## config.mk

```make
export PLATFORM = sky130hd
export DESIGN_NAME = irq_coalesce
export DESIGN_NICKNAME = d
export VERILOG_FILES = /design/src/rtl/irqc_pkg.sv /design/src/rtl/irqc_ctrl_reg.sv /design/src/rtl/irqc_countdown.sv /design/src/rtl/irqc_delay_tmr.sv /design/src/rtl/irqc_status.sv /design/src/rtl/irq_coalesce.sv
export SDC_FILE = /design/constraint.sdc
export NUM_CORES = 1
export LEC_CHECK = 0
export BUFFER_PORTS_ARGS = -buffer_cell sky130_fd_sc_hd__buf_2
export CAP_MARGIN = 5
export CELL_PAD_IN_SITES_DETAIL_PLACEMENT = 2
export CELL_PAD_IN_SITES_GLOBAL_PLACEMENT = 2
export CORE_AREA = 2 2 90 101
export CTS_CLUSTER_DIAMETER = 40
export DETAILED_ROUTE_END_ITERATION = 6
export DIE_AREA = 0 0 92 103
export GPL_ROUTABILITY_DRIVEN = 0
export PLACE_DENSITY = 0.91
export SYNTH_ARGS = -nofsm -noshare
export SYNTH_HDL_FRONTEND = slang
export SYNTH_SLANG_ARGS = --single-unit
```

## constraint.sdc

```tcl
create_clock -name clk -period 3 [get_ports clk]
set_input_delay 0.3 -clock clk [delete_from_list [all_inputs] [get_ports clk]]
set_output_delay 0.3 -clock clk [all_outputs]
set_load 0.01 [all_outputs]
```

## src/rtl/irqc_pkg.sv

```systemverilog
package irqc_pkg;
  // control word layout (fixed positions)
  localparam int CTRL_W      = 32;
  localparam int RUN_BIT     = 0;
  localparam int ONE_BIT     = 1;
  localparam int DONE_EN_BIT = 12;
  localparam int DLY_EN_BIT  = 13;
  localparam int ERR_EN_BIT  = 14;
  localparam int THR_LSB     = 16;
  localparam int THR_MSB     = 23;
  localparam int DLY_LSB     = 24;
  localparam int DLY_MSB     = 31;
  localparam int THR_W       = THR_MSB - THR_LSB + 1;
  localparam int DLY_W       = DLY_MSB - DLY_LSB + 1;
  // status sources
  localparam int N_SRC       = 3;
  localparam int IDX_DONE    = 0;
  localparam int IDX_DLY     = 1;
  localparam int IDX_ERR     = 2;
endpackage

```

## src/rtl/irqc_ctrl_reg.sv

```systemverilog
module irqc_ctrl_reg
  import irqc_pkg::*;
#(
  parameter logic [THR_W-1:0] THR_RST = 1,
  parameter logic [DLY_W-1:0] DLY_RST = 0
) (
  input  logic              clk,
  input  logic              rst_n,
  input  logic              we,
  input  logic [CTRL_W-1:0] wdata,
  output logic              run,
  output logic [N_SRC-1:0]  en,
  output logic [THR_W-1:0]  thr,
  output logic [DLY_W-1:0]  dly,
  output logic              thr_wr,
  output logic [THR_W-1:0]  thr_wval,
  output logic [CTRL_W-1:0] rdata
);
  logic             run_q, run_d;
  logic [N_SRC-1:0] en_q, en_d;
  logic [THR_W-1:0] thr_q, thr_d;
  logic [DLY_W-1:0] dly_q, dly_d;
  logic             unused_rsvd;

  assign thr_wval    = wdata[THR_MSB:THR_LSB];
  assign thr_wr      = we && (thr_wval != '0);
  assign unused_rsvd = ^{wdata[11:1], wdata[15]};

  always_comb begin
    run_d = run_q;
    en_d  = en_q;
    thr_d = thr_q;
    dly_d = dly_q;
    if (we) begin
      run_d          = wdata[RUN_BIT];
      en_d[IDX_DONE] = wdata[DONE_EN_BIT];
      en_d[IDX_DLY]  = wdata[DLY_EN_BIT];
      en_d[IDX_ERR]  = wdata[ERR_EN_BIT];
      dly_d          = wdata[DLY_MSB:DLY_LSB];
    end
    if (thr_wr) thr_d = thr_wval;
  end

  always_ff @(posedge clk or negedge rst_n) begin
    if (!rst_n) begin
      run_q <= 1'b0;
      en_q  <= '0;
      thr_q <= THR_RST;
      dly_q <= DLY_RST;
    end else begin
      run_q <= run_d;
      en_q  <= en_d;
      thr_q <= thr_d;
      dly_q <= dly_d;
    end
  end

  always_comb begin
    rdata                  = '0;
    rdata[RUN_BIT]         = run_q;
    rdata[ONE_BIT]         = 1'b1;
    rdata[DONE_EN_BIT]     = en_q[IDX_DONE];
    rdata[DLY_EN_BIT]      = en_q[IDX_DLY];
    rdata[ERR_EN_BIT]      = en_q[IDX_ERR];
    rdata[THR_MSB:THR_LSB] = thr_q;
    rdata[DLY_MSB:DLY_LSB] = dly_q;
  end

  assign run = run_q;
  assign en  = en_q;
  assign thr = thr_q;
  assign dly = dly_q;

  p_thr_nonzero_r3: assert property (@(posedge clk) disable iff (!rst_n)
    thr_q != '0);
  p_zero_thr_keep_r3: assert property (@(posedge clk) disable iff (!rst_n)
    (we && thr_wval == '0) |=> $stable(thr_q));
endmodule

```

## src/rtl/irqc_countdown.sv

```systemverilog
module irqc_countdown #(
  parameter int          W       = 8,
  parameter logic [W-1:0] RST_VAL = 1
) (
  input  logic         clk,
  input  logic         rst_n,
  input  logic         run,
  input  logic         evt,
  input  logic         ld,
  input  logic [W-1:0] ld_val,
  input  logic         rearm,
  input  logic [W-1:0] thr,
  output logic         hit
);
  localparam logic [W-1:0] ONE = W'(1);

  logic [W-1:0] cnt_q, cnt_d;
  logic         take;

  assign take = run && evt && !ld && !rearm;
  assign hit  = take && (cnt_q == ONE);

  always_comb begin
    cnt_d = cnt_q;
    if (ld)         cnt_d = ld_val;
    else if (rearm) cnt_d = thr;
    else if (take)  cnt_d = (cnt_q == ONE) ? thr : cnt_q - ONE;
  end

  always_ff @(posedge clk or negedge rst_n) begin
    if (!rst_n) cnt_q <= RST_VAL;
    else        cnt_q <= cnt_d;
  end

  p_cnt_nonzero_r4: assert property (@(posedge clk) disable iff (!rst_n)
    cnt_q != '0);
  p_hit_reload_r4: assert property (@(posedge clk) disable iff (!rst_n)
    hit |=> (cnt_q == $past(thr)));
  p_halt_hold_r8: assert property (@(posedge clk) disable iff (!rst_n)
    (!run && !ld && !rearm) |=> $stable(cnt_q));
endmodule

```

## src/rtl/irqc_delay_tmr.sv

```systemverilog
module irqc_delay_tmr #(
  parameter int DW   = 8,
  parameter int TICK = 125
) (
  input  logic          clk,
  input  logic          rst_n,
  input  logic          run,
  input  logic [DW-1:0] dly,
  input  logic          eop,
  input  logic          sop,
  output logic          fire
);
  localparam int PRE_W = (TICK > 1) ? $clog2(TICK) : 1;
  localparam logic [PRE_W-1:0] PRE_LAST = PRE_W'(TICK - 1);

  logic             armed_q, armed_d;
  logic [PRE_W-1:0] pre_q, pre_d;
  logic [DW-1:0]    ivl_q, ivl_d;
  logic             tick;
  logic [DW:0]      ivl_p1;

  assign tick   = armed_q && (pre_q == PRE_LAST);
  assign ivl_p1 = {1'b0, ivl_q} + (DW+1)'(1);
  assign fire   = run && tick && (dly != '0) && (ivl_p1 >= {1'b0, dly});

  always_comb begin
    armed_d = armed_q;
    pre_d   = pre_q;
    ivl_d   = ivl_q;
    if (!run || dly == '0) begin
      armed_d = 1'b0;
      pre_d   = '0;
      ivl_d   = '0;
    end else if (eop) begin
      armed_d = 1'b1;
      pre_d   = '0;
      ivl_d   = '0;
    end else if (sop || fire) begin
      armed_d = 1'b0;
      pre_d   = '0;
      ivl_d   = '0;
    end else if (armed_q) begin
      if (tick) begin
        pre_d = '0;
        ivl_d = ivl_q + DW'(1);
      end else begin
        pre_d = pre_q + PRE_W'(1);
      end
    end
  end

  always_ff @(posedge clk or negedge rst_n) begin
    if (!rst_n) begin
      armed_q <= 1'b0;
      pre_q   <= '0;
      ivl_q   <= '0;
    end else begin
      armed_q <= armed_d;
      pre_q   <= pre_d;
      ivl_q   <= ivl_d;
    end
  end

  p_pre_range_r5: assert property (@(posedge clk) disable iff (!rst_n)
    pre_q <= PRE_LAST);
  p_sop_disarm_r6: assert property (@(posedge clk) disable iff (!rst_n)
    (sop && !eop) |=> !armed_q);
  p_dly_off_r7: assert property (@(posedge clk) disable iff (!rst_n)
    (dly == '0) |=> !armed_q);
  p_halt_idle_r8: assert property (@(posedge clk) disable iff (!rst_n)
    !run |=> !armed_q);
endmodule

```

## src/rtl/irqc_status.sv

```systemverilog
module irqc_status #(
  parameter int N = 3
) (
  input  logic         clk,
  input  logic         rst_n,
  input  logic [N-1:0] set,
  input  logic [N-1:0] clr,
  input  logic [N-1:0] en,
  output logic [N-1:0] sts,
  output logic         irq
);
  logic [N-1:0] sts_q, sts_d;

  for (genvar i = 0; i < N; i++) begin : g_flag
    always_comb sts_d[i] = set[i] | (sts_q[i] & ~clr[i]);

    always_ff @(posedge clk or negedge rst_n) begin
      if (!rst_n) sts_q[i] <= 1'b0;
      else        sts_q[i] <= sts_d[i];
    end

    p_set_sticky_r10: assert property (@(posedge clk) disable iff (!rst_n)
      set[i] |=> sts_q[i]);
    p_w1c_r10: assert property (@(posedge clk) disable iff (!rst_n)
      (clr[i] && !set[i]) |=> !sts_q[i]);
    p_hold_r10: assert property (@(posedge clk) disable iff (!rst_n)
      (!clr[i] && !set[i]) |=> $stable(sts_q[i]));
  end

  assign sts = sts_q;
  assign irq = |(sts_q & en);
endmodule

```

## src/rtl/irq_coalesce.sv

```systemverilog
module irq_coalesce
  import irqc_pkg::*;
#(
  parameter int TICK_CYCLES = 125
) (
  input  logic              clk,
  input  logic              rst_n,
  input  logic              ctrl_we,
  input  logic [CTRL_W-1:0] ctrl_wdata,
  output logic [CTRL_W-1:0] ctrl_rdata,
  input  logic              evt_done,
  input  logic              evt_eop,
  input  logic              evt_sop,
  input  logic              evt_err,
  input  logic              ack_we,
  input  logic [N_SRC-1:0]  ack_data,
  output logic              sts_done,
  output logic              sts_dly,
  output logic              sts_err,
  output logic              irq
);
  logic [1:0]       rst_sync_q;
  logic             rst_s_n;
  logic             run;
  logic [N_SRC-1:0] en;
  logic [THR_W-1:0] thr, thr_wval;
  logic [DLY_W-1:0] dly;
  logic             thr_wr;
  logic             hit, fire;
  logic [N_SRC-1:0] set, clr, sts;

  // asynchronous assert, synchronous release
  always_ff @(posedge clk or negedge rst_n) begin
    if (!rst_n) rst_sync_q <= 2'b00;
    else        rst_sync_q <= {rst_sync_q[0], 1'b1};
  end
  assign rst_s_n = rst_sync_q[1];

  irqc_ctrl_reg u_ctrl (
    .clk      (clk),
    .rst_n    (rst_s_n),
    .we       (ctrl_we),
    .wdata    (ctrl_wdata),
    .run      (run),
    .en       (en),
    .thr      (thr),
    .dly      (dly),
    .thr_wr   (thr_wr),
    .thr_wval (thr_wval),
    .rdata    (ctrl_rdata)
  );

  irqc_countdown #(.W(THR_W)) u_cnt (
    .clk    (clk),
    .rst_n  (rst_s_n),
    .run    (run),
    .evt    (evt_done),
    .ld     (thr_wr),
    .ld_val (thr_wval),
    .rearm  (fire),
    .thr    (thr),
    .hit    (hit)
  );

  irqc_delay_tmr #(.DW(DLY_W), .TICK(TICK_CYCLES)) u_tmr (
    .clk   (clk),
    .rst_n (rst_s_n),
    .run   (run),
    .dly   (dly),
    .eop   (evt_eop),
    .sop   (evt_sop),
    .fire  (fire)
  );

  always_comb begin
    set           = '0;
    set[IDX_DONE] = hit;
    set[IDX_DLY]  = fire;
    set[IDX_ERR]  = evt_err;
    clr           = ack_we ? ack_data : '0;
  end

  irqc_status #(.N(N_SRC)) u_sts (
    .clk   (clk),
    .rst_n (rst_s_n),
    .set   (set),
    .clr   (clr),
    .en    (en),
    .sts   (sts),
    .irq   (irq)
  );

  assign sts_done = sts[IDX_DONE];
  assign sts_dly  = sts[IDX_DLY];
  assign sts_err  = sts[IDX_ERR];

  p_err_flag_r9: assert property (@(posedge clk) disable iff (!rst_s_n)
    evt_err |=> sts_err);
  p_halt_no_done_r8: assert property (@(posedge clk) disable iff (!rst_s_n)
    (!run && !sts_done && !(ack_we && ack_data[IDX_DONE])) |=> !sts_done);
endmodule

```

# == After elaboration in Yosys (flattened, before gate mapping) ==
# Index checks and enable logic that the tools add are counted.
# word_totals
regBits,49
latch_bits,0
ramBits,0
mem_bits_ro,0
in_bits,43
elab_cells,70
memories,0
# op_classes
addsub,4
multipliers,0
div,0
n_lt_le_gt_ge,1
n_eq_ne,2
shift,0
n_mux,18
bitwise_logic,10
n_reduce_logical,23
# op_table
op,count
2-to-1 mux 8 bit,9
2-to-1 mux 7 bit,5
nonzero test 8 bit,2
"adder 8 x 1 -> 9 bit, second input constant",1
>= comparator 9 x 8 -> 1 bit,1
logical AND 1 bit,9
"adder 8 x 1 -> 8 bit, second input constant",1
"equality test 8 x 1 -> 1 bit, second input constant",1
logical NOT 8 bit,1
nonzero test 4 bit,2
"subtractor 8 x 1 -> 8 bit, second input constant",1
"adder 7 x 1 -> 7 bit, second input constant",1
"equality test 7 bit, second input constant",1
nonzero test 3 bit,2
bitwise AND 1 bit,3
bitwise AND 3 bit,1
logical NOT 1 bit,3
2-to-1 mux 1 bit,3
2-to-1 mux 3 bit,1
inverter 1 bit,3
bitwise OR 1 bit,3
OR reduction 3 bit,1
logical OR 1 bit,2
AND reduction 2 bit,1

# == Logic depth before layout (Yosys ltp) ==
# Gate-level depths: netlist of run 1.
# logic_depth
word_depth,10
depth_mapped,12
depth_no_buf,11

# == Modules after synthesis ==
# Synthesis of run 1 repeated with hierarchy kept, for this count alone.
# unflattened
hier_cells,327
area_unflattened_um2,3211.8
# by_module_without_submodules
mod,n_inst,cells_each,area_per_inst_um2,seq_area_each_um2
irqc_delay_tmr,1,134,1189.9,400.4
irqc_ctrl_reg,1,103,1184.9,501.7
irqc_countdown,1,73,641.9,201.4
irqc_status,1,11,122.6,75.1
irq_coalesce,1,6,72.6,50.0

# == Worst setup path before layout of run 1 ==
# OpenSTA, ideal clock, no wires.
# synth_timing
kind,reg-to-reg
startpoint,register u_tmr.ivl_q[0]
endpoint,register u_cnt.cnt_q[7]
setup_time_ps,143
t_arrival_ps,2930
slack_ps,-73
path_stages_with_launch,13
path_buffers,1
synth_period_minus_slack_ps,3073
path_cell_list,dfrtp_1 ha_1 nand3_1 or2_2 xnor2_1 ha_1 and3_1 a221o_1 a211oi_4 o31a_1 buf_6 mux2i_1 o221ai_1
# synth_via
elab_chain_len,6
# synth_rtl
element,line_no,rtl
start: declaration,irqc_delay_tmr.sv:18,"logic [DW-1:0] ivl_q, ivl_d;"
start signal: assignment,irqc_delay_tmr.sv:60,ivl_q <= ivl_d;
adder 8 x 1 -> 9 bit (*),irqc_delay_tmr.sv:23,"assign ivl_p1 = {1'b0, ivl_q} + (DW+1)'(1);"
>= comparator 9 x 8 -> 1 bit (*),irqc_delay_tmr.sv:24,"assign fire = run && tick && (dly != '0) && (ivl_p1 >= {1'b0, dly});"
logical AND 1 bit (*),irqc_delay_tmr.sv:24,
logical NOT 1 bit,irqc_countdown.sv:20,assign take = run && evt && !ld && !rearm;
logical AND 1 bit,irqc_countdown.sv:20,
nonzero test 3 bit (no line),-,
end signal: assignment,irqc_countdown.sv:32,else cnt_q <= cnt_d;
end: declaration,irqc_countdown.sv:17,"logic [W-1:0] cnt_q, cnt_d;"
# Mark *: on every way between the ends. The rest lies on a longest branch, timed or not.
# A chain may end at the register's enable or synchronous reset.

# == Final worst setup path of run 1 ==
# layout_timing
startpoint,register u_tmr.ivl_q[2]
endpoint,register u_cnt.cnt_q[2]
# Same word-level chain as after synthesis.

==> reports/results.txt, run 1 <==
For this run, the number of Yosys warnings is 0. The remaining global-route overflow came out at 0. The logs give 0.2401 for the overall global routing resource usage and 1509 sq um for the multi-input gate area in the final layout. For this block, the via count after detailed routing is 2622. The finished cells cover 3513 sq um.

The tools report the smallest setup slack after layout as -0.1654 ns. The hold violation count in the final report was 0. The share of layout cells above drive strength 1 is 0.3306, and the share of the synthesized area in the top cell type is 0.4195.

Entering global routing, the biggest net connects 48 pins. The wire length after detailed routing came out at 12280 um. In this run, synthesis inferred 0 flip-flops with an integrated enable. The run gives 0 as the number of diodes.

The met3 capacity usage during global routing is 0.03363. The number of cell rows is 36. Fill cells in the final layout number 916. The fraction of met2 tracks used by global routing came out at 0.4666. After synthesis the netlist holds a flip-flop and latch count of 49.

The synthesized area divided by synthesized cell count came out at 9.770 sq um. Across the run, the number of max-cap violations was 0. In this run the tool buffered the top-level ports with 54 buffer cells. Clock latency on the worst-skew pair, taken at its later pin, is 0.33 ns. In this run the cell area of the synthesized design comes to 2804 sq um. After detailed routing, the average wire length per cell comes to 25.74 um. The iteration count of the initial detailed-routing pass was 4. The die is 92 um wide. The residual DRC count was 0.

Cell at the root of the clock tree: sky130_fd_sc_hd__clkbuf_8. For the count of final setup violators, the log shows 10. The run gives 51 as the number of different library cells in the post-synthesis netlist. 79 I/O pins were placed.

Timing would allow up to 0.3159 GHz. The run gives 8558 sq um as the area of the core. Library cell occupying the most area in the post-synthesis netlist: sky130_fd_sc_hd__dfrtp_1. Clock-pin slew was measured on the worst setup and hold paths at 0.11 ns. The number of global-route vias before repair came out at 2928.

The worst slew slack as a fraction of its limit was 0.2621. The floorplan step set the die height to 103 um. The number of nets with antenna violations after routing is 0. Once placement finished, the instance area stood at 3248 sq um. Class of the worst hold path: input pin to flip-flop. The initial antenna violation count was 0; the arrival time reported for the critical path endpoint was 3.37 ns.

The post-route clock period utilization came out at 1.055. STA classifies the critical path startpoint as a flip-flop. TritonCTS built the clock tree. Setup repair after global routing could not meet its margin everywhere.

The run finished, with violations left. The most used flip-flop cell after synthesis is sky130_fd_sc_hd__dfrtp_1. Maximum fanout along the worst path: 6. The clock passes through at most 2 buffers.

After legalization and detailed placement, the total HPWL measured 7036 um. Before CTS, the worst setup slack after placement is -0.1592 ns. Max-slew violation total from the final report: 0. For the post-layout total power, the log shows 1.557 mW. The via-per-instance ratio is 5.497, and the worst slack on hold paths is 0.1797 ns. The peak ir drop on the vdd network came out at 0.1865 mV. The post-layout net count is 418. The layer with the highest usage was met2. Clock tree synthesis inserted a total of 5 buffers. Across the routed clock network, the largest skew measured is 0.01831 ns. The sequential standard cell area is 1231 sq um, and the area growth from synthesis to final layout is 25.30%. The floorplan step defined a die boundary enclosing 9476 sq um. For the count of H-tree levels built during CTS, the log shows 2. The worst setup path is of the flip-flop to flip-flop kind.

For the number of violations reported at the end of detailed-routing iteration 0, the log shows 114. STA classifies the critical path endpoint as a flip-flop. The share of flip-flops with an asynchronous set or reset was 1.000. Ranked by total cell area, the synthesized netlist is headed by sky130_fd_sc_hd__dfrtp_1, sky130_fd_sc_hd__ha_1, sky130_fd_sc_hd__nand2_1, sky130_fd_sc_hd__xnor2_1, sky130_fd_sc_hd__buf_4. The final reports fail on setup timing.

The number of instances in the synthesized netlist is 287, and the fraction of met1 tracks used by global routing is 0.2478. The final critical-path required period works out to 3.165 ns. The run gives 17020 um as the global-route wire length before repair.

For the worst setup path, the data required time is 3.20 ns. CTS saw 49 sinks. At the pin with the least slew margin, the transition time is 1.107 ns. The starting density of the core is 0.3276. In this run the static leakage power is 1.666 nW. The ratio of total power to cell area is 443.1 nW/um^2, and the share of the yosys chip area belonging to registers is 0.4382.
## cell type report
cell class	count	share of cell area
Tap cell	114	0.04060
Multi-Input combinational cell	208	0.4295
Clock inverter	3	0.006054
Clock buffer	5	0.01959
Timing Repair Buffer	76	0.1303
Inverter	22	0.02350
Sequential cell	49	0.3504
## synthesized netlist by cell type, types with 4 or more instances
cell type / instances
sky130_fd_sc_hd__mux2i_1: 8
sky130_fd_sc_hd__xor2_1: 4
sky130_fd_sc_hd__nor3_1: 5
sky130_fd_sc_hd__a21o_1: 4
sky130_fd_sc_hd__ha_1: 13
sky130_fd_sc_hd__o221ai_1: 5
sky130_fd_sc_hd__nor2_1: 23
sky130_fd_sc_hd__buf_4: 13
sky130_fd_sc_hd__xnor2_1: 14
sky130_fd_sc_hd__dfrtp_1: 47
sky130_fd_sc_hd__nor2b_1: 5
sky130_fd_sc_hd__nand2_1: 39
sky130_fd_sc_hd__inv_1: 22
sky130_fd_sc_hd__nand3_1: 5
sky130_fd_sc_hd__o21ai_0: 17
sky130_fd_sc_hd__mux2_2: 5
## cells by family (layout without fill, tap and decap cells)
group	after synthesis	count (layout)	share of synthesized area
and+or+nand+nor	98	98	0.1682
other	2	13	0.002678
AOI/OAI and AO/OA	52	52	0.1446
buffers and inverters	41	106	0.07809
adders and majority gates	13	13	0.05801
DFF	49	49	0.4382
xor gates and xnor gates	18	18	0.05622
muxes	14	14	0.05399
## through the flow
stage               std cells  setup TNS [ns]  utilization
global placement          462               0       0.3795
CTS                       475          -1.158       0.3980
global route              477          -1.907       0.4105
detailed placement        462         -0.8670       0.3795
finish                    477          -1.064       0.4105
floorplan                 298               0            -
## critical path, cell delays in order (launching register included)
cell and delay, ns:
sky130_fd_sc_hd__dfrtp_1 0.44, sky130_fd_sc_hd__nand3_1 0.13, sky130_fd_sc_hd__or2_4 0.29, sky130_fd_sc_hd__nor2_2 0.12
sky130_fd_sc_hd__xor2_1 0.18, sky130_fd_sc_hd__ha_1 0.28, sky130_fd_sc_hd__and3_4 0.20, sky130_fd_sc_hd__a221o_1 0.36
sky130_fd_sc_hd__a211oi_4 0.27, sky130_fd_sc_hd__o31a_1 0.23, sky130_fd_sc_hd__buf_12 0.16, sky130_fd_sc_hd__mux2i_1 0.23
sky130_fd_sc_hd__o221ai_1 0.16
## metal layers
metal	vias up	share of wire
li1	1113	-
met1	1337	0.35
met2	122	0.55
met3	50	0.041
met4	0	0.057
met5	-	0
## power by group
group / switching (mW) / leakage, nW / internal [mW]
clock: 0.276 / 0.0445 / 0.167
combinational: 0.204 / 1.01 / 0.131
sequential: 0.0739 / 0.615 / 0.706
total: 0.553 / 1.67 / 1.00
## placed cells by master, fill, tap and decap left out, types with 3 or more instances in the layout
master and instances:
sky130_fd_sc_hd__mux2_2 5, sky130_fd_sc_hd__ha_1 12, sky130_fd_sc_hd__xnor2_1 12, sky130_fd_sc_hd__a21o_1 4, sky130_fd_sc_hd__dfrtp_1 45, sky130_fd_sc_hd__o21ai_0 16, sky130_fd_sc_hd__clkbuf_8 5, sky130_fd_sc_hd__or4_1 3
sky130_fd_sc_hd__o221ai_2 4, sky130_fd_sc_hd__conb_1 13, sky130_fd_sc_hd__nand3_1 4, sky130_fd_sc_hd__mux2i_1 5, sky130_fd_sc_hd__inv_1 22, sky130_fd_sc_hd__mux2i_4 3, sky130_fd_sc_hd__nor2_1 21, sky130_fd_sc_hd__nor2b_1 5
sky130_fd_sc_hd__nor4_1 3, sky130_fd_sc_hd__buf_2 54, sky130_fd_sc_hd__nor3_1 5, sky130_fd_sc_hd__nand2_1 39, sky130_fd_sc_hd__buf_4 18, sky130_fd_sc_hd__xor2_1 4, sky130_fd_sc_hd__o21ai_2 3
## what timing repair did
action,in CTS,in global routing
hold buffers,1,0
pin swaps,10,10
setup buffers,4,2
endpoints found under the hold margin,2,0
gates resized for setup,9,16
setup endpoints to repair,19,20
## sequential cells by signal, summed over array words and instances (netlist names)
name           count
u_tmr.armed_q      1
u_ctrl.run         1
u_ctrl.thr         8
u_cnt.cnt_q        8
u_ctrl.en          3
u_sts.sts          3
u_ctrl.dly         8
u_tmr.pre_q        7
rst_sync_q         2
u_tmr.ivl_q        8
## path summary, 6_finish.rpt
kind / start / endpoint / slack [ns] / cells after the start
worst max-delay path: u_tmr.ivl_q[2]$_DFFE_PN0P_ / u_cnt.cnt_q[2]$_DFFE_PN0P_ / -0.17 / 12
worst min-delay path: evt_err / u_sts.sts[2]$_DFF_PN0_ / 0.18 / 2
worst max register to register: u_tmr.ivl_q[2]$_DFFE_PN0P_ / u_cnt.cnt_q[2]$_DFFE_PN0P_ / -0.17 / 12
worst min register to register: rst_sync_q[0]$_DFF_PN0_ / rst_sync_q[1]$_DFF_PN0_ / 0.41 / 0
max in group asynchronous: rst_sync_q[1]$_DFF_PN0_ / u_tmr.ivl_q[4]$_DFFE_PN0P_ / 1.75 / 0
min in group asynchronous: rst_n / rst_sync_q[1]$_DFF_PN0_ / 0.31 / 2
Power figures use the tool's default switching activity.
==> run 2: changes to the inputs <==
--- a/config.mk
+++ b/config.mk
@@ -5,16 +5,17 @@
 export SDC_FILE = /design/constraint.sdc
 export NUM_CORES = 1
 export LEC_CHECK = 0
-export BUFFER_PORTS_ARGS = -buffer_cell sky130_fd_sc_hd__buf_2
+export BUFFER_PORTS_ARGS = -buffer_cell sky130_fd_sc_hd__buf_4
 export CAP_MARGIN = 5
 export CELL_PAD_IN_SITES_DETAIL_PLACEMENT = 2
 export CELL_PAD_IN_SITES_GLOBAL_PLACEMENT = 2
 export CORE_AREA = 2 2 90 101
 export CTS_CLUSTER_DIAMETER = 40
+export CTS_CLUSTER_SIZE = 16
 export DETAILED_ROUTE_END_ITERATION = 6
 export DIE_AREA = 0 0 92 103
 export GPL_ROUTABILITY_DRIVEN = 0
-export PLACE_DENSITY = 0.91
+export PLACE_DENSITY = 0.87
 export SYNTH_ARGS = -nofsm -noshare
 export SYNTH_HDL_FRONTEND = slang
 export SYNTH_SLANG_ARGS = --single-unit
==> run 2 against run 1 <==
Against the previous run: the run still ends with setup timing left; final cell count rose by 1.0%; worst setup slack got worse by 0.018 ns; critical path depth rose by 1; first-iteration DRC count down 56%; maximum frequency shrank 0.57%; largest cell class unchanged.
==> reports/results.txt, run 2 (synthesis results as in run 1) <==
Setup violations remaining at the end of the flow were counted as 9. From synthesis to final layout, the design area changed by 30.52%. Buffers placed on the I/O ports in this run total 54. The clock tree synthesis step divided the H-tree into 2 levels. The logs give 8558 sq um for the area of the core and -0.1641 ns for the post-placement setup slack. The fraction of met1 tracks used by global routing was 0.2379; the maximum number of pins on one net before global-route repair was 48. The logs give 9476 sq um for the area enclosed by the die boundary and 0.4853 mW for the power spent charging and discharging nets. After detailed placement, the design holds a cell count of 464. The y dimension of the die is 103 um.

Layer with the highest usage: met2. The final critical-path required period came out at 3.184 ns. The kind of critical path was flip-flop to flip-flop. The number of violations reported at the end of detailed-routing iteration 0 is 50. The CTS buffer count was 5; the count of vias placed by the detailed router was 2511. For the worst-skew pair, the clock arrives at the later sink with an insertion delay of 0.31 ns. The die span in x was 92 um. The cell sitting at the root of the clock tree is a sky130_fd_sc_hd__clkbuf_8. The library cell used most frequently in the layout, excluding fill and tap cells, is sky130_fd_sc_hd__buf_4. The post-layout net count is 423, and the ratio of total power to cell area is 439.5 nW/um^2.

Once layout is complete, the cells apart from fillers number 482. TritonCTS built the clock tree. The library cells used most frequently in the layout, excluding fill and tap cells, are sky130_fd_sc_hd__buf_4, sky130_fd_sc_hd__dfrtp_1, sky130_fd_sc_hd__nand2_1, sky130_fd_sc_hd__inv_1, sky130_fd_sc_hd__nor2_1.

The run finished, with violations left. Internal power comes to 1.123 mW. The tools report the starting density of the core as 0.3276.

For the number of global-route vias before repair, the log shows 2907. The post-route clock period utilization was 1.061. The share of layout cells above drive strength 1 came out at 0.3234. The buffer depth of the longest clock path was 2. The critical path launch point type is a flip-flop. The worst slack on hold paths is 0.1662 ns, and the met3 capacity usage during global routing is 0.03582. The run gives 0 as the initial antenna violation count. The run gives 4 as the iteration count of the initial detailed-routing pass. Global routing finished with a remaining overflow of 0. Along the worst path, the maximum fanout reaches 4. IR analysis of the VDD net gives a maximum drop of 0.1483 mV. At the worst endpoint, the arrival time is 3.43 ns. After detailed routing, the number of remaining DRC violations is 0.

Traced cell by cell, the critical path runs through ha_2 -> nand3_2 -> or2_4 -> xnor2_1 -> ha_1 -> and3_4 -> a221o_1 -> a211oi_4 -> buf_4 -> nor3_2 -> buf_4 -> a211o_1 -> a21oi_1. Setup repair after global routing could not meet its margin everywhere. The critical path contains buffers and inverters numbering 2 combined. Setup total negative slack: -1.115 ns. Summed over all layers, the routed wires come to 10710 um. Row generation in the floorplan step produced 36 rows. On the critical path, the stage with the largest delay is an instance of sky130_fd_sc_hd__dfrtp_1. In the routed layout, each cell is associated on average with a via count of 5.210. The HPWL after detailed placement is 7314 um. During I/O placement, the number of pins put on the boundary was 79.

The tools report the worst endpoint required time as 3.24 ns. The type of element capturing the critical path was a flip-flop. Overall global routing resource usage: 0.2265.

The post-layout total power was 1.608 mW. The worst slew slack as a fraction of its limit was 0.2867; the global-route wire length before repair was 16380 um. The final reports fail on setup timing. The max-slew violation total from the final report was 0. The sequential power share was 0.479; the number of diodes was 0.

At the pin with the least slew margin, the transition time is 1.070 ns. The net switching fraction of the power works out to 0.3017. The leakage dissipation is 1.740 nW.

After detailed routing, the average wire length per cell comes to 22.23 um. The share of power burned in the clock network is 0.324. Counting every sink on the clock net gives 49.

The most frequent cell on the critical path is sky130_fd_sc_hd__buf_4. Among cell families on the critical path, the largest total delay comes from compound AO/OA/AOI/OAI gates. The delay contributed by the slowest stage of the critical path came out at 0.40 ns. The tools report the number of max-capacitance violations reported as 0. The clock arrives with 0.006959 ns of skew. The count of nets left with antenna violations once routing finished came out at 0.

Derived from the worst setup path, the maximum achievable clock frequency is 0.3141 GHz. The class of the worst hold path is input pin to flip-flop. The proportion of power drawn by combinational gates came out at 0.197.

The clock-pin slew on the worst setup and hold paths was 0.10 ns. The smallest setup slack after layout came out at -0.1836 ns. For the hold violation count in the final report, the log shows 0. Fraction of met2 tracks used by global routing: 0.4395.
-- run 2: timing repair --
| action | in CTS | in global routing |
|---|---|---|
| gates cloned | 0 | 0 |
| hold buffers | 1 | 0 |
| pin swaps | 12 | 4 |
| buffers inserted | 7 | 2 |
| endpoints found under the setup margin | 9 | 20 |
| gates resized for setup | 9 | 8 |
| hold endpoints to repair | 2 | 0 |
-- run 2: per-layer routing --
layer / up-vias / wire, um
met3: 38 / 432
met2: 83 / 5796
met1: 1266 / 3995
met5: - / 0
met4: 0 / 488
li1: 1124 / -
-- run 2: cell type report --
cell class	count	area, sq um
fill	906	4898
multi-input combinational	208	1453
clock buffer	6	82.58
timing repair buffer	81	630.6
clock inverter	2	37.54
tap	114	142.6
sequential	49	1231
inverter	22	82.58
-- run 2: stage by stage --
step / util / area (sq um)
2_1_floorplan: - / 2845
3_3_place_gp: 0.3971 / 3398
3_5_place_dp: 0.3971 / 3398
4_1_cts: 0.4222 / 3613
5_1_grt: 0.4276 / 3660
6_report: 0.4276 / 3660
-- run 2: power groups by stage --
stage,clock [mW],sequential [mW],combinational (mW)
global placement,0,0.773,0.271
global route,0.550,0.776,0.343
CTS,0.522,0.769,0.306
floorplan,0,0.770,0.161
detailed placement,0,0.780,0.298
finish,0.521,0.771,0.317
-- run 2: path summary, 6_finish.rpt --
check / from / endpoint / slack, ns / cells past startpoint
max: u_tmr.ivl_q[0]$_DFFE_PN0P_ / u_cnt.cnt_q[6]$_DFFE_PN0P_ / -0.18 / 13
max reg2reg: u_tmr.ivl_q[0]$_DFFE_PN0P_ / u_cnt.cnt_q[6]$_DFFE_PN0P_ / -0.18 / 13
max in group asynchronous: rst_sync_q[1]$_DFF_PN0_ / u_tmr.ivl_q[4]$_DFFE_PN0P_ / 1.80 / 0
min reg2reg: rst_sync_q[0]$_DFF_PN0_ / rst_sync_q[1]$_DFF_PN0_ / 0.37 / 0
min in group asynchronous: rst_n / rst_sync_q[1]$_DFF_PN0_ / 0.31 / 2
min: evt_err / u_sts.sts[2]$_DFF_PN0_ / 0.17 / 2
-- run 2: worst register-to-register path: stages (launching register included) --
cell                       delay [ns]
sky130_fd_sc_hd__dfrtp_1         0.40
sky130_fd_sc_hd__ha_2            0.21
sky130_fd_sc_hd__nand3_2         0.10
sky130_fd_sc_hd__or2_4           0.26
sky130_fd_sc_hd__xnor2_1         0.21
sky130_fd_sc_hd__ha_1            0.30
sky130_fd_sc_hd__and3_4          0.16
sky130_fd_sc_hd__a221o_1         0.38
sky130_fd_sc_hd__a211oi_4        0.28
sky130_fd_sc_hd__buf_4           0.18
sky130_fd_sc_hd__nor3_2          0.06
sky130_fd_sc_hd__buf_4           0.17
sky130_fd_sc_hd__a211o_1         0.25
sky130_fd_sc_hd__a21oi_1         0.15
==> run 3: changes to the inputs <==
--- a/config.mk
+++ b/config.mk
@@ -15,7 +15,9 @@
 export DETAILED_ROUTE_END_ITERATION = 6
 export DIE_AREA = 0 0 92 103
 export GPL_ROUTABILITY_DRIVEN = 0
-export PLACE_DENSITY = 0.87
+export PLACE_DENSITY = 0.89
+export SETUP_SLACK_MARGIN = 0.2
+export SLEW_MARGIN = 20
 export SYNTH_ARGS = -nofsm -noshare
 export SYNTH_HDL_FRONTEND = slang
 export SYNTH_SLANG_ARGS = --single-unit
==> run 3 against run 2 <==
Against the previous run: the flow still finishes with violations (setup timing); sequential share of layout area decreased by 1.7 points; combinational power increased by 31%; total power increased by 1.2%; first-iteration DRC count increased by 120%.
==> reports/results.txt, run 3 (synthesis results as in run 1) <==
The run finished, with violations left. The final reports fail on setup timing. For this run, the detailed router's first-pass iteration total came to 4.

The starting density of the core is 0.3276, and the via-per-instance ratio is 5.630. The worst setup path is captured at a flip-flop. In the final routed layout, each cell accounts on average for 29.26 um.

TritonCTS built the clock tree. For the pin with the worst max-slew slack, the measured transition is 0.9074 ns. The tools report the area enclosed by the die boundary as 9476 sq um. The run gives 3.22 ns as the worst endpoint required time. The area growth from synthesis to layout is 37.97%. The region available for standard cell placement spans 8558 sq um. The worst setup path is launched from a flip-flop. After floorplanning, the core was divided into 36 placement rows.

Prior to clock tree synthesis, the placed netlist has a worst setup slack of -0.1916 ns. The run gives 0 as the initial antenna violation count. Cell at the slowest stage of the critical path: sky130_fd_sc_hd__dfrtp_2. Across the routed clock network, the largest skew measured is 0.006340 ns. Along the worst path, the maximum fanout reaches 5. The worst slew slack as a fraction of its limit was 0.3904.

In this design, the stage delay of the slowest critical-path cell is 0.43 ns. The post-route clock period utilization is 1.102, and the count of H-tree levels built during CTS is 2. In the final layout, the multi-input gates occupy 1638 sq um. The run gives 0 as the number of diodes. The longest clock path from root to sink contains 2 buffers. The top cell types in the final layout, fill and taps aside, are sky130_fd_sc_hd__buf_4, sky130_fd_sc_hd__dfrtp_1, sky130_fd_sc_hd__nand2_1, sky130_fd_sc_hd__inv_1, sky130_fd_sc_hd__nor2_1. The number of global-route vias before repair came out at 3049. The logs give 49 for the clock sink total and 3869 sq um for the final instance area. The number of max-capacitance violations reported was 0; the achievable clock frequency was 0.3024 GHz. At the end of the flow, the number of nets in the layout was 428. The number of buffers added on ports came out at 54. The clock-pin slew on the worst setup and hold paths came out at 0.10 ns. The residual DRC count was 0.

The tools report the cell at the root of the clock tree as sky130_fd_sc_hd__clkbuf_8. Entering global routing, the biggest net connects 48 pins. Setup repair after global routing could not meet its margin everywhere. Dominant delay contributor by cell family on the critical path: compound AO/OA/AOI/OAI gates.

Summing internal, switching and leakage power gives 1.628 mW. For the count of final setup violators, the log shows 9. The overall global routing resource usage was 0.2772; the ratio of total power to cell area was 420.9 nW/um^2. The first global-routing pass estimated 19310 um of wire.

Among the stages of the critical path, the cell type that occurs most often is sky130_fd_sc_hd__buf_6. The leakage dissipation came out at 1.752 nW. The most common cell after layout, fill and taps aside was sky130_fd_sc_hd__buf_4.

STA puts the critical path data arrival time at 3.52 ns. In this run the remaining antenna-violating nets after routing total 0. Wire length after detailed routing: 14250 um. The clock reaches the later pin of the worst-skew pair after 0.33 ns. The tightest min-delay check is of the input pin to flip-flop type. The share of layout cells above drive strength 1 works out to 0.3887. The max-slew violation total from the final report came out at 0. The remaining global-route overflow was 0; the die span in x was 92 um. The critical path is of the flip-flop to flip-flop type. The die is 103 um tall. Once detailed placement completed, the half-perimeter wirelength came to 7500 um. The sequential cells in the finished layout cover a total of 1235 sq um. The placed instances occupy a cell area of 3371 sq um. For the count of vias placed by the detailed router, the log shows 2742. The run gives 79 as the number of primary I/O pins. Traced cell by cell, the critical path runs through ha_4 -> nand3_4 -> or2_4 -> xnor2_2 -> ha_1 -> a21o_1 -> a221o_1 -> a211oi_4 -> buf_6 -> buf_6 -> buf_6 -> o31ai_4 -> a21boi_2 -> o211ai_1. The tools report the number of violations reported at the end of detailed-routing iteration 0 as 111.

The routed design could run at a clock period as short as 3.307 ns. After filler insertion, the fill cell instance count of the layout stands at 881. For the CTS buffer count, the log shows 5. VDD sags by at most 0.1971 mV. Smallest setup slack after layout: -0.3072 ns. The number of buffer and inverter stages on the critical path was 3. Hold violation count in the final report: 0.
[run 3: changes by cell type in the layout (fill, tap and decap cells not counted), sizes merged]
cell,before,now
bufinv,1,0
clkinvlp,1,2
o21ai,20,21
buf,80,84
[run 3: cell type report]
type	instances	area share
clock inverters	2	0.003881
multi-input cells	209	0.4234
inverters	22	0.02135
well taps	114	0.03687
repair buffers	85	0.1766
clock buffers	6	0.01876
flip-flops and latches	49	0.3192
[run 3: what timing repair did]
| action | CTS | global route |
|---|---|---|
| pin swaps | 26 | 18 |
| gates resized for setup | 31 | 20 |
| buffers inserted | 12 | 7 |
| gates cloned | 1 | 0 |
| endpoints found under the hold margin | 2 | 0 |
| hold buffers | 1 | 0 |
| setup endpoints to repair | 20 | 20 |
[run 3: metrics by stage]
stage	setup TNS (ns)	instances	utilization	hold WS, ns
floorplan	0	298	-	0.004409
global placement	0	458	0.3939	0.08283
detailed placement	-0.7591	458	0.3939	0.08563
CTS	-1.109	480	0.4349	0.1575
global route	-2.644	487	0.4520	0.1565
finish	-2.002	487	0.4520	0.1676
[run 3: power breakdown]
part	leakage, nW	internal, mW	total [mW]	switching (mW)
Combinational	1.10	0.176	0.416	0.239
Clock	0.0374	0.165	0.427	0.261
Sequential	0.614	0.706	0.786	0.0801
[run 3: final timing paths]
check                                        endpoint  depth (start not counted)  slack [ns]                        from
max in group asynchronous  u_tmr.ivl_q[0]$_DFFE_PN0P_                          0        2.16     rst_sync_q[1]$_DFF_PN0_
max reg2reg                u_cnt.cnt_q[0]$_DFFE_PN1P_                         14       -0.31  u_tmr.ivl_q[0]$_DFFE_PN0P_
min in group asynchronous     rst_sync_q[1]$_DFF_PN0_                          2        0.29                       rst_n
min reg2reg                   rst_sync_q[1]$_DFF_PN0_                          0        0.36     rst_sync_q[0]$_DFF_PN0_
max                        u_cnt.cnt_q[0]$_DFFE_PN1P_                         14       -0.31  u_tmr.ivl_q[0]$_DFFE_PN0P_
min                            u_sts.sts[2]$_DFF_PN0_                          2        0.17                     evt_err
[run 3: layer usage]
metal / track usage / vias up / share of wire
li1: - / 1125 / -
met3: 0.05044 / 76 / 0.053
met1: 0.2964 / 1393 / 0.36
met2: 0.5130 / 148 / 0.52
met4: 0.1676 / 0 / 0.068
met5: 0 / - / 0
